### src/rtl/clkseq_pkg.sv
package clkseq_pkg;

    typedef enum logic [1:0] {
        SEQ_IDLE     = 2'd0,
        SEQ_HOLD_RST = 2'd1,
        SEQ_SETTLE   = 2'd2
    } seq_state_e;

    function automatic int unsigned us_to_cycles(input longint unsigned freq_hz,
                                                 input longint unsigned us);
        longint unsigned c;
        c = (freq_hz / 1000) * us / 1000;
        return (c < 1) ? 1 : int'(c);
    endfunction

endpackage

### src/rtl/clkseq_rst_lookup.sv
module clkseq_rst_lookup #(
    parameter int N_GATES = 5,
    parameter int N_RST   = 4,
    parameter int IDX_W   = 3,
    parameter int RIDX_W  = 3,
    parameter logic [N_GATES*RIDX_W-1:0] RST_MAP = '0
) (
    input  logic [IDX_W-1:0]  idx,
    output logic              idx_ok,
    output logic              has_rst,
    output logic [RIDX_W-1:0] rst_idx
);

    logic [RIDX_W-1:0] entry_tbl [N_GATES];

    for (genvar g = 0; g < N_GATES; g++) begin : g_tbl
        assign entry_tbl[g] = RST_MAP[g*RIDX_W +: RIDX_W];
    end

    always_comb begin
        idx_ok  = (int'(idx) < N_GATES);
        rst_idx = '0;
        has_rst = 1'b0;
        for (int g = 0; g < N_GATES; g++) begin
            if (int'(idx) == g) begin
                rst_idx = entry_tbl[g];
                has_rst = (int'(entry_tbl[g]) < N_RST);
            end
        end
    end

endmodule

### src/rtl/clkseq_timer.sv
module clkseq_timer #(
    parameter int CNT_W = 8
) (
    input  logic             clk,
    input  logic             rst_n,
    input  logic             load,
    input  logic [CNT_W-1:0] load_val,
    output logic             expired
);

    logic [CNT_W-1:0] cnt_d, cnt_q;

    always_comb begin
        cnt_d = cnt_q;
        if (load) begin
            cnt_d = load_val;
        end else if (cnt_q != '0) begin
            cnt_d = cnt_q - 1'b1;
        end
    end

    always_ff @(posedge clk or negedge rst_n) begin
        if (!rst_n) begin
            cnt_q <= '0;
        end else begin
            cnt_q <= cnt_d;
        end
    end

    assign expired = (cnt_q == '0);

endmodule

### src/rtl/clkgate_rst_seq.sv
module clkgate_rst_seq
    import clkseq_pkg::*;
#(
    parameter int N_GATES     = 5,
    parameter int N_RST       = 4,
    parameter int IDX_W       = 3,
    parameter int RIDX_W      = $clog2(N_RST + 1),
    parameter logic [N_GATES*RIDX_W-1:0] RST_MAP = 15'b001_011_111_000_010,
    parameter int CLK_FREQ_HZ = 200_000_000,
    parameter int PRE_US      = 100,
    parameter int SETTLE_US   = 10_000
) (
    input  logic               clk,
    input  logic               rst_n,
    input  logic               req_valid,
    output logic               req_ready,
    input  logic [IDX_W-1:0]   req_idx,
    input  logic               req_op,
    output logic               done,
    output logic [N_GATES-1:0] clk_stop,
    output logic [N_RST-1:0]   rst_ctrl,
    output logic [N_GATES-1:0] gate_on
);

    localparam int PRE_CYC    = us_to_cycles(longint'(CLK_FREQ_HZ), longint'(PRE_US));
    localparam int SETTLE_CYC = us_to_cycles(longint'(CLK_FREQ_HZ), longint'(SETTLE_US));
    localparam int MAX_CYC    = (PRE_CYC > SETTLE_CYC) ? PRE_CYC : SETTLE_CYC;
    localparam int CNT_W      = $clog2(MAX_CYC + 1);

    typedef struct packed {
        seq_state_e         state;
        logic [IDX_W-1:0]   gate;
        logic [RIDX_W-1:0]  rsel;
        logic [N_GATES-1:0] stop;
        logic [N_RST-1:0]   rst;
        logic               done;
    } seq_regs_t;

    seq_regs_t seq_d, seq_q;

    logic              lk_ok, lk_has_rst;
    logic [RIDX_W-1:0] lk_ridx;
    logic              tmr_load, tmr_expired;
    logic [CNT_W-1:0]  tmr_val;

    clkseq_rst_lookup #(
        .N_GATES (N_GATES),
        .N_RST   (N_RST),
        .IDX_W   (IDX_W),
        .RIDX_W  (RIDX_W),
        .RST_MAP (RST_MAP)
    ) u_lookup (
        .idx     (req_idx),
        .idx_ok  (lk_ok),
        .has_rst (lk_has_rst),
        .rst_idx (lk_ridx)
    );

    clkseq_timer #(
        .CNT_W (CNT_W)
    ) u_timer (
        .clk      (clk),
        .rst_n    (rst_n),
        .load     (tmr_load),
        .load_val (tmr_val),
        .expired  (tmr_expired)
    );

    always_comb begin
        seq_d      = seq_q;
        seq_d.done = 1'b0;
        tmr_load   = 1'b0;
        tmr_val    = '0;
        unique case (seq_q.state)
            SEQ_IDLE: begin
                if (req_valid) begin
                    if (!lk_ok) begin
                        seq_d.done = 1'b1;
                    end else if (!req_op) begin
                        seq_d.stop[req_idx] = 1'b1;
                        seq_d.done          = 1'b1;
                    end else if (!lk_has_rst) begin
                        seq_d.stop[req_idx] = 1'b0;
                        seq_d.done          = 1'b1;
                    end else begin
                        seq_d.rst[lk_ridx] = 1'b1;
                        seq_d.gate         = req_idx;
                        seq_d.rsel         = lk_ridx;
                        seq_d.state        = SEQ_HOLD_RST;
                        tmr_load           = 1'b1;
                        tmr_val            = CNT_W'(PRE_CYC - 1);
                    end
                end
            end
            SEQ_HOLD_RST: begin
                if (tmr_expired) begin
                    seq_d.stop[seq_q.gate] = 1'b0;
                    seq_d.state            = SEQ_SETTLE;
                    tmr_load               = 1'b1;
                    tmr_val                = CNT_W'(SETTLE_CYC - 1);
                end
            end
            SEQ_SETTLE: begin
                if (tmr_expired) begin
                    seq_d.rst[seq_q.rsel] = 1'b0;
                    seq_d.done            = 1'b1;
                    seq_d.state           = SEQ_IDLE;
                end
            end
            default: seq_d.state = SEQ_IDLE;
        endcase
    end

    always_ff @(posedge clk or negedge rst_n) begin
        if (!rst_n) begin
            seq_q.state <= SEQ_IDLE;
            seq_q.gate  <= '0;
            seq_q.rsel  <= '0;
            seq_q.stop  <= '1;
            seq_q.rst   <= '1;
            seq_q.done  <= 1'b0;
        end else begin
            seq_q <= seq_d;
        end
    end

    assign req_ready = (seq_q.state == SEQ_IDLE);
    assign done      = seq_q.done;
    assign clk_stop  = seq_q.stop;
    assign rst_ctrl  = seq_q.rst;
    assign gate_on   = ~seq_q.stop;

endmodule

### config.mk
export PLATFORM = sky130hd
export DESIGN_NAME = clkgate_rst_seq
export DESIGN_NICKNAME = d
export VERILOG_FILES = /design/src/rtl/clkseq_pkg.sv /design/src/rtl/clkseq_rst_lookup.sv /design/src/rtl/clkseq_timer.sv /design/src/rtl/clkgate_rst_seq.sv
export SDC_FILE = /design/constraint.sdc
export NUM_CORES = 1
export LEC_CHECK = 0
export BUFFER_PORTS_ARGS = -buffer_cell sky130_fd_sc_hd__buf_2
export CORE_MARGIN = 3
export CORE_UTILIZATION = 52
export DETAILED_ROUTE_END_ITERATION = 10
export PLACE_DENSITY = 0.82
export SYNTH_ARGS = -nofsm -noshare
export SYNTH_HDL_FRONTEND = slang
export SYNTH_SLANG_ARGS = --single-unit
### constraint.sdc
create_clock -name clk -period 2.15 [get_ports clk]
set_clock_uncertainty 0.15 [all_clocks]
set_input_delay 0.3225 -clock clk [delete_from_list [all_inputs] [get_ports clk]]
set_output_delay 0.3225 -clock clk [all_outputs]
set_load 0.03 [all_outputs]
Yosys cells after proc, flatten, opt, wreduce, memory -nomap -nowiden --
Cells that the tools add are included.
Word-level totals: register bits 39
Operators by class: add/sub/neg operators 1, order comparisons 9, eq/ne operators 13, mux-type cells 50, bitwise operators 9, reductions and logical operators 15
Operator list (count):
- two-way mux 21 bit | 3
- two-way mux 15 bit | 4
- one-hot mux 21 bit (2 select lines) | 1
- logical NOT 21 bit | 1
- nonzero test 21 bit | 1
- subtractor 21 x 1 -> 21 bit, second input constant | 1
- two-way mux 5 bit | 4
- one-hot mux 5 bit (2 select lines) | 2
- two-way mux 18 bit | 1
- two-way mux 1 bit | 17
- two-way mux 17 bit | 1
- two-way mux 8 bit | 2
- inverter 5 bit | 3
- >= comparator 3 x 1 -> 1 bit, second input constant | 4
- two-way mux 3 bit | 4
- AND reduction 6 bit | 2
- AND 5 bit | 2
- AND reduction 5 bit | 2
- == test 3 bit, second input constant | 3
- < comparator 3 bit, second input constant | 3
- < comparator 3 x 4 -> 1 bit, second input constant | 2
- two-way mux 4 bit | 2
- demux 1 bit (select 3 bit) | 2
- two-way mux 2 bit | 3
- other kinds (17) | 27

Longest topological paths before layout --
Gate-level depths: netlist (run 1).
depth after elaboration 16, mapped depth 8

Modules after synthesis --
From an unflattened synthesis (run 1), not the netlist that was laid out.
Second synthesis, totals: cells, all modules 260, area total of the unflattened synthesis 2366.0 um^2
By module, submodules not included:
- clkseq_timer | times used 1, cells each 143, area each 1303.8 um^2, seq. area each 525.5 um^2
- clkgate_rst_seq | times used 1, cells each 110, area each 1019.7 um^2, seq. area each 461.7 um^2
- clkseq_rst_lookup | times used 1, cells each 7, area each 42.5 um^2, seq. area each 0.0 um^2

Worst setup path after synthesis (run 1) --
No wires, ideal clock.
path type flip-flop to flip-flop, from register u_timer.cnt_q[0], to register u_timer.cnt_q[1], library setup time 118 ps, arrival time 1864 ps, required time 1882 ps, path slack 17 ps, cell stages (with the launch flop) 9, path buffers 1, period minus slack after synthesis 2133 ps, cell sequence dfrtp_1 -> inv_1 -> ha_1 -> or4b_4 -> nor3_4 -> and2_1 -> buf_2 -> nand3_1 -> a21o_1
Between the ends: longest elaborated chain between the ends 4, elaborated cells on any way between the ends 10, classes of those cells add/sub: 1; mux: 6; reduce/logical: 3
RTL lines:
- from (decl) | RTL line clkseq_timer.sv:11 | logic [CNT_W-1:0] cnt_d, cnt_q;
- from (signal assigned) | RTL line clkseq_timer.sv:26 | cnt_q <= cnt_d;
- branches (longest 4 deep; another with subtractor 21 x 1 -> 21 bit)
Several ways; the timed one is not identified. The select of a mux whose other input is x is not followed. A chain may end at the register's enable or synchronous reset.

Worst setup path after layout (run 1) --
from register u_timer.cnt_q[11], to register u_timer.cnt_q[9]
Between the ends: longest elaborated chain between the ends 4, elaborated cells on any way between the ends 6, classes of those cells mux: 3; reduce/logical: 3
RTL lines:
- logical NOT 21 bit | RTL line clkseq_timer.sv:30 | assign expired = (cnt_q == '0);
- two-way mux 1 bit | RTL line clkgate_rst_seq.sv:96 | if (tmr_expired) begin
- one-hot mux 1 bit (2 select lines) | RTL line clkgate_rst_seq.sv:74 | unique case (seq_q.state)
- two-way mux 21 bit / nonzero test 2 bit (equally long branches)
Parallel ways exist; a longest one is shown, timed or not.

==> results of run 1 <==
-- synthesized netlist by cell type (2+ instances only) --
master    instances
xnor2_1           8
nor4_2            2
xor2_1            3
inv_1            11
nor4_1            2
nand3_1           4
nor2b_1           3
a21o_1            3
nor3b_1           2
o22ai_1           3
buf_4             9
nand4_1           3
o41ai_1           2
dfrtp_1          30
dfstp_2           9
a21oi_1          10
or3_1             8
nand2_1          26
a31oi_1           5
nor2_1           20
nand2b_1          6
mux2i_1           2
nor3_1            9
and2_1            4
buf_2             3
a32o_1            2
o21ai_1           5
o21ai_0           9
clkbuf_1          6
a21boi_0          2
a211oi_1          2
-- final cells by class --
cell class | instances | area [µm²]
clock buffer | 7 | 86.3
clock inverter | 1 | 5.00
fill | 271 | 1100
inverter | 11 | 41.3
multi-input combinational | 169 | 1160
sequential | 39 | 987
tap | 48 | 60.1
timing repair buffer | 59 | 407
-- metal layers --
layer  up-vias  GRT usage, %  share of wire [%]
met5         -             0                  0
met4         0          7.10                3.9
met3        32          4.55                8.1
met2       116          33.5                 49
met1       975          29.0                 39
li1        931             -                  -
-- state kept, by name (all words and copies together) (netlist names) --
name and cells:
u_timer.cnt_q 21, seq_q 8, clk_stop 5, rst_ctrl 4, done 1
-- power by group through the flow --
| stage | combinational, µW | clock, µW | sequential [µW] |
|---|---|---|---|
| final | 339 | 513 | 881 |
| after global routing | 371 | 560 | 888 |
| after CTS | 308 | 517 | 874 |
| after detailed placement | 297 | 0 | 884 |
| after global placement | 283 | 0 | 880 |
| after floorplan | 180 | 0 | 872 |
-- through the flow --
stage / instance area [µm²] / power, µW
floorplan: 2180 / 1050
global placement: 2450 / 1160
detailed placement: 2450 / 1180
CTS: 2560 / 1700
global route: 2750 / 1820
finish: 2750 / 1730
-- final timing paths --
path | depth (start not counted) | from | to
max | 7 | u_timer.cnt_q[11]$_DFFE_PN0P_ | u_timer.cnt_q[9]$_DFFE_PN0P_
min reg2reg | 1 | seq_q[11]$_DFFE_PN0P_ | rst_ctrl[3]$_DFFE_PN1P_
min in group asynchronous | 2 | rst_n | u_timer.cnt_q[9]$_DFFE_PN0P_
min | 3 | req_valid | clk_stop[4]$_DFFE_PN1P_
max reg2reg | 7 | u_timer.cnt_q[11]$_DFFE_PN0P_ | u_timer.cnt_q[9]$_DFFE_PN0P_
max in group asynchronous | 3 | rst_n | clk_stop[2]$_DFFE_PN1P_
-- logic make-up after synthesis --
kind of cell,synth area share [%]
AOI/OAI and AO/OA,16.7
xor gates and xnor gates,4.42
adders and majority gates,0.574
buffers and inverters,6.72
DFF,45.3
muxes,0.919
and+or+nand+nor,25.3
-- repair_timing --
action	4_1_cts	5_1_grt
pin swaps	0	10
hold buffers	1	0
endpoints found under the hold margin	30	0
gates cloned	0	1
setup endpoints to repair	4	28
setup buffers	1	6
resized for setup	1	38
-- worst register-to-register path, cell delays in order, from the launching register on --
cell and delay [ns]:
dfrtp_1 0.39, or4_4 0.59, nor4_4 0.30, buf_4 0.20, a2111oi_1 0.08, buf_4 0.15
xnor2_1 0.19, nand2_1 0.12
==> run metrics, run 1 <==
Worst Tran Pin Value=0.737 ns; Hold Path Class=in2reg; I/O Buffers=22; die width=70.7 µm; Cells after DPL=317; status=finished with violations; crit-path leading delay family=simple AND/OR/NAND/NOR gates; total grt overflow=0; setup tns final=-0.811 ns; Synth Warn #=0; fin util=71.3%; number of distinct library cells after synthesis=55; max_slew headroom=50.9%; EDFF count, synth=0; Worst-Skew Late Latency=0.30 ns; max-slew violations=0; setup repair after global routing missed its margin=yes; Net Switching=514 µW; Finished Layout Cells=334; Ports=23; critical-path cell list=or4_4 > nor4_4 > buf_4 > a2111oi_1 > buf_4 > xnor2_1 > nand2_1; sequential share of the synthesized area=45.3%; n_diodes=0; Flop pwr share=50.9%; final estimated routing congestion in global placement=0.903; Root Driver=clkbuf_8; Max Cap Viol=0; worst path required time=2.17 ns; Post-Syn Area=0.00218 mm²; CP max stage cell=or4_4; Worst setup EP type=flip-flop; Top cell by count, worst path=buf_4; clock tree buffer depth=2; first-pass GRT wire length=8.63 mm; period utilisation layout=107%; failing checks=negative setup slack; Avg Inst Size Synth=9.19 µm²; # rows=22; H-tree Lvls=2; nets@finish=293; setup ws final=-0.141 ns; maximum clock rate=437 MHz; top-area cell type share of the netlist area=34.5%; critical path type=reg2reg; Post-synth ARST share=100%; number of global-route vias before repair=1856; Pwr Density=630 mW/mm²; worst path arrival time=2.31 ns; CP max FO=5; crit path time final=2.29 ns; routed via count=2054; vias per cell=6.15; WL final=5.81 mm; flop2flop setup slack=-0.14 ns; Leak=0.00114 µW; final setup violation count=13; CP peak stage delay=0.59 ns; largest net degree at the start of global routing=35; Clock transition at path regs=0.07 ns; Post-Synthesis Net Count=245; Placeable Area=0.00385 mm²; most frequent cells in the layout=dfrtp_1, buf_4, nand2_1, buf_2, nor2_1; Initial Utilization=56.5%; die area=0.00500 mm²; die extent in y=70.7 µm; Crit path buffers/inverters=2; share of layout cells above drive strength 1=35.7%; detailed-route DRC error count=0; Final Hold Viols=0; maximum VDD drop=0.000459 V; logic gate share of total power=19.6%; #FFs+latches synth=39; post-route ant nets=0; TritonCTS Buffers=5; Fin Hold WS=0.198 ns; drt pass-1 iters=5; synthesized instance count=237; routed len/inst=17.4 µm; Clk pwr share=29.6%; clk sink count=39; Place WS=-0.00605 ns; Final HPWL DP=3.62 mm; 1st-iter DRT viols=273; Most used DFF post-synth=dfrtp_1; synth top area cells=dfrtp_1, dfstp_2, nand2_1, nor2_1, xnor2_1; Area Overhead vs Synth=26.2%; crit start category=flip-flop; Internal=1220 µW; initial antenna violation count=0; CTS tree=done; GR Util All Layers=21.2%; Net Sw Frac=29.7%; Yosys top cell by area=dfrtp_1
No activity file was read; power rests on OpenSTA's default activity.
==> run 2: changes to the inputs <==
RECOVER_POWER = 100   (was not set)
==> run 2 against run 1 <==
Effect of this change: the run still ends with negative setup slack left; fmax rose by 0.35%; largest power group unchanged; final cell count is the same; critical path depth stayed put; critical endpoint unchanged.
==> run metrics, run 2 (synthesized netlist as in run 1, its figures left out) <==
number of global-route vias before repair=1856; Net Switching=518 µW; crit start category=flip-flop; final estimated routing congestion in global placement=0.903; initial antenna violation count=0; Top reg by flops=u_timer.cnt_q; Tot Pwr=1740 µW; fin util=70.5%; # rows=22; maximum VDD drop=0.000452 V; I/O Buffers=22; maximum clock rate=438 MHz; CTS tree=done; R2R cell count=7; failing checks=negative setup slack; Clk pwr share=29.6%; H-tree Lvls=2; hold path depth=3; final instance area=0.00272 mm²; routed len/inst=17.5 µm; routed via count=2055; CP Launch Point=u_timer.cnt_q[11]$_DFFE_PN0P_; setup repair after global routing missed its margin=yes; total grt overflow=0; Worst Tran Pin Value=0.820 ns; die area=0.00500 mm²; drt pass-1 iters=5; nets@finish=293; Final Hold Viols=0; period utilisation layout=106%; Clock transition at path regs=0.07 ns; Hold Path Class=in2reg; detailed-route DRC error count=0; reg2reg start=u_timer.cnt_q[11]$_DFFE_PN0P_; Ports=23; die width=70.7 µm; Area Overhead vs Synth=24.8%; Root Driver=clkbuf_8; max_slew headroom=45.3%; WL final=5.84 mm; Pwr Density=638 mW/mm²; 1st-iter DRT viols=260; Leak=0.00109 µW; setup tns final=-0.796 ns; critical path type=reg2reg; number of flip-flops in the largest register=21; post-route ant nets=0; die extent in y=70.7 µm; status=finished with violations; GR Util All Layers=21.2%; Initial Utilization=56.5%; largest net degree at the start of global routing=35; Final HPWL DP=3.62 mm; Fin Hold WS=0.194 ns; Max Cap Viol=0; share of layout cells above drive strength 1=30.1%; CP max FO=5; clk sink count=39; Internal=1220 µW; setup ws final=-0.133 ns; commonest non-fill, non-tap cell in the layout=dfrtp_1; first-pass GRT wire length=8.63 mm; crit path time final=2.28 ns; vias per cell=6.15; Net Sw Frac=29.9%; n_diodes=0; max-slew violations=0; logic gate share of total power=19.5%; clock tree buffer depth=2; worst path required time=2.17 ns; most frequent cells in the layout=dfrtp_1, buf_4, nand2_1; Flop pwr share=50.9%; Placeable Area=0.00385 mm²; worst path arrival time=2.30 ns; Post-DP Area=0.00245 mm²; final setup violation count=13; Worst setup EP type=flip-flop; TritonCTS Buffers=5; Worst-Skew Late Latency=0.30 ns; Hold Startpoint=req_valid; Fillers=284
[run 2: cell count changes in the layout (fill, tap and decap cells not counted), sizes merged]
| cell | previous run | this run |
|---|---|---|
| buf | 58 | 42 |
| clkbuf | 7 | 23 |
[run 2: path summary, 6_finish.rpt]
| path | to | slack (ns) |
|---|---|---|
| min | clk_stop[4]$_DFFE_PN1P_ | 0.19 |
| min in group asynchronous | u_timer.cnt_q[9]$_DFFE_PN0P_ | 0.50 |
| max reg2reg | u_timer.cnt_q[9]$_DFFE_PN0P_ | -0.13 |
| max | u_timer.cnt_q[9]$_DFFE_PN0P_ | -0.13 |
| min reg2reg | rst_ctrl[3]$_DFFE_PN1P_ | 0.31 |
| max in group asynchronous | clk_stop[2]$_DFFE_PN1P_ | 0.66 |
[run 2: critical path, cell delays in order (launching register included)]
cell	delay, ns
dfrtp_1	0.39
or4_4	0.59
nor4_4	0.30
buf_4	0.20
a2111oi_1	0.08
buf_4	0.15
xnor2_1	0.18
nand2_1	0.11
[run 2: per-stage QoR]
step	std cells	setup slack, ns
after CTS	327	0.00468
after floorplan	237	0.0175
after global routing	334	-0.181
after detailed placement	317	-0.00605
after global placement	317	0.0425
final	334	-0.133
[run 2: cell type report]
cell class	instances	area, µm²	share of cell area (%)
Clock buffer	7	86.3	3.18
Inverter	11	41.3	1.52
Sequential cell	39	987	36.3
Clock inverter	1	5.00	0.184
Multi-Input combinational cell	169	1160	42.6
Timing Repair Buffer	59	380	14.0
Tap cell	48	60.1	2.21
[run 2: power groups by stage]
stage	Sequential (µW)	Clock, µW	Combinational (µW)
CTS	874	517	308
detailed placement	884	0	297
global placement	880	0	283
finish	883	514	338
floorplan	872	0	180
global route	888	560	368
[run 2: layer usage]
metal  track usage (%)  wire length (µm)
met1              29.0              2280
met2              33.5              2870
met3              4.55               502
met4              7.10               190
met5                 0                 0
[run 2: timing repair]
action                                 CTS  global route
hold buffers                             1             0
setup endpoints to repair                4            28
setup buffers                            1             6
gates cloned                             0             1
resized for setup                        1            38
pin swaps                                0            10
endpoints found under the hold margin   30             0
==> run 3: changes to the inputs <==
SETUP_SLACK_MARGIN = 0.3   (was not set)
==> run 3 against run 2 <==
Effect of this change: the run still ends with negative setup slack left; power is 0.85% higher; first-iteration DRC count down 32%; routed wire length shrank 1.5%; critical path depth down 1; global-route usage is 2.7 points higher; sequential power is 2% lower; clock-buffer cell count stayed put; sequential share of layout area decreased by 0.75 points; final cell count grew 0.60%; critical path type unchanged.
==> run metrics, run 3 (synthesized netlist as in run 1, its figures left out) <==
Clock transition at path regs=0.08 ns; 1st-iter DRT viols=176; Fillers=272; n_diodes=0; Pwr Density=631 mW/mm²; number of global-route vias before repair=1966; die extent in y=70.7 µm; max_slew headroom=36.1%; Hold Path Class=in2reg; worst path arrival time=2.23 ns; Placeable Area=0.00385 mm²; Worst setup EP type=flip-flop; number of flip-flops in the largest register=21; largest net degree at the start of global routing=40; Worst-Skew Late Latency=0.31 ns; TritonCTS Buffers=5; Leak=0.00111 µW; clk sink count=39; Final HPWL DP=3.65 mm; Final Hold Viols=0; final estimated routing congestion in global placement=0.868; worst path required time=2.19 ns; critical path type=reg2reg; Internal=1220 µW; fin util=72.0%; Area Overhead vs Synth=27.4%; die area=0.00500 mm²; routed via count=2017; drt pass-1 iters=5; logic gate share of total power=22.5%; Clk pwr share=28.2%; Net Switching=534 µW; Worst Tran Pin Value=0.958 ns; Root Driver=clkbuf_8; total grt overflow=0; Net Sw Frac=30.5%; setup ws final=-0.0391 ns; crit path time final=2.19 ns; CP max FO=8; detailed-route DRC error count=0; crit start category=flip-flop; WL final=5.75 mm; post-route ant nets=0; Ports=23; commonest non-fill, non-tap cell in the layout=buf_4; # rows=22; period utilisation layout=102%; Place WS=-0.126 ns; die width=70.7 µm; maximum clock rate=457 MHz; maximum VDD drop=0.000588 V; most frequent cells in the layout=buf_4, dfrtp_1, nand2_1; max-slew violations=0; nets@finish=295; I/O Buffers=22; vias per cell=6.00; share of layout cells above drive strength 1=31.3%; initial antenna violation count=0; failing checks=negative setup slack; Initial Utilization=56.5%; GR Util All Layers=23.9%; routed len/inst=17.1 µm; Cells after DPL=318; CTS tree=done; Top reg by flops=u_timer.cnt_q; setup repair after global routing missed its margin=yes; H-tree Lvls=2; clock tree buffer depth=2; Max Cap Viol=0; status=finished with violations; first-pass GRT wire length=9.44 mm; final setup violation count=6; Finished Layout Cells=336; Flop pwr share=49.3%
run 3: changes by cell type in the layout (fill, tap and decap cells not counted), sizes merged:
cell,change
buf,+2
run 3: repair_timing:
action	CTS	global route
setup endpoints to repair	33	34
resized for setup	30	8
pin swaps	15	7
endpoints found under the hold margin	30	0
hold buffers	1	0
setup buffers	8	1
run 3: worst paths after layout:
kind | start | end | slack (ns) | depth (start not counted)
worst max-delay path | u_timer.cnt_q[17]$_DFFE_PN0P_ | u_timer.cnt_q[1]$_DFFE_PN0P_ | -0.04 | 6
worst min-delay path | req_valid | clk_stop[4]$_DFFE_PN1P_ | 0.17 | 3
worst max register to register | u_timer.cnt_q[17]$_DFFE_PN0P_ | u_timer.cnt_q[1]$_DFFE_PN0P_ | -0.04 | 6
worst min register to register | seq_q[11]$_DFFE_PN0P_ | rst_ctrl[2]$_DFFE_PN1P_ | 0.31 | 1
max in group asynchronous | rst_n | seq_q[16]$_DFFE_PN0P_ | 0.63 | 3
min in group asynchronous | rst_n | u_timer.cnt_q[10]$_DFFE_PN0P_ | 0.63 | 3
run 3: layer usage:
| layer | track usage [%] | vias to the layer above | part of all wire, % |
|---|---|---|---|
| met3 | 4.12 | 12 | 5.1 |
| met5 | 0 | - | 0 |
| met4 | 10.2 | 0 | 1.8 |
| met1 | 31.5 | 989 | 43 |
| met2 | 38.7 | 75 | 50 |
| li1 | - | 941 | - |
run 3: worst max-delay path: stages, from the launching register on:
cell     delay, ns
dfrtp_1       0.39
or4_4         0.58
nor4_4        0.26
buf_4         0.20
and2_2        0.25
nand3_2       0.08
a21o_1        0.17
run 3: layout make-up:
type	instances	area (µm²)	area share [%]
Inverter	11	41.3	1.49
Clock inverter	1	5.00	0.180
Sequential cell	39	987	35.6
Multi-Input combinational cell	169	1200	43.3
Tap cell	48	60.1	2.16
Clock buffer	7	76.3	2.75
Timing Repair Buffer	61	403	14.5
run 3: per-stage QoR:
step / TNS, ns / area, µm² / hold WS (ns) / power (µW)
2_1_floorplan: 0 / 2210 / -0.123 / 1060
3_3_place_gp: -0.106 / 2490 / 0.249 / 1210
3_5_place_dp: -1.21 / 2490 / 0.252 / 1230
4_1_cts: 0 / 2770 / 0.159 / 1730
5_1_grt: -0.833 / 2780 / 0.203 / 1820
6_report: -0.116 / 2780 / 0.173 / 1750
run 3: power groups by stage:
stage | combinational (µW) | sequential (µW) | clock, µW
6_report | 393 | 863 | 494
5_1_grt | 431 | 867 | 522
4_1_cts | 381 | 855 | 493
3_5_place_dp | 361 | 864 | 0
3_3_place_gp | 347 | 865 | 0
2_1_floorplan | 187 | 874 | 0
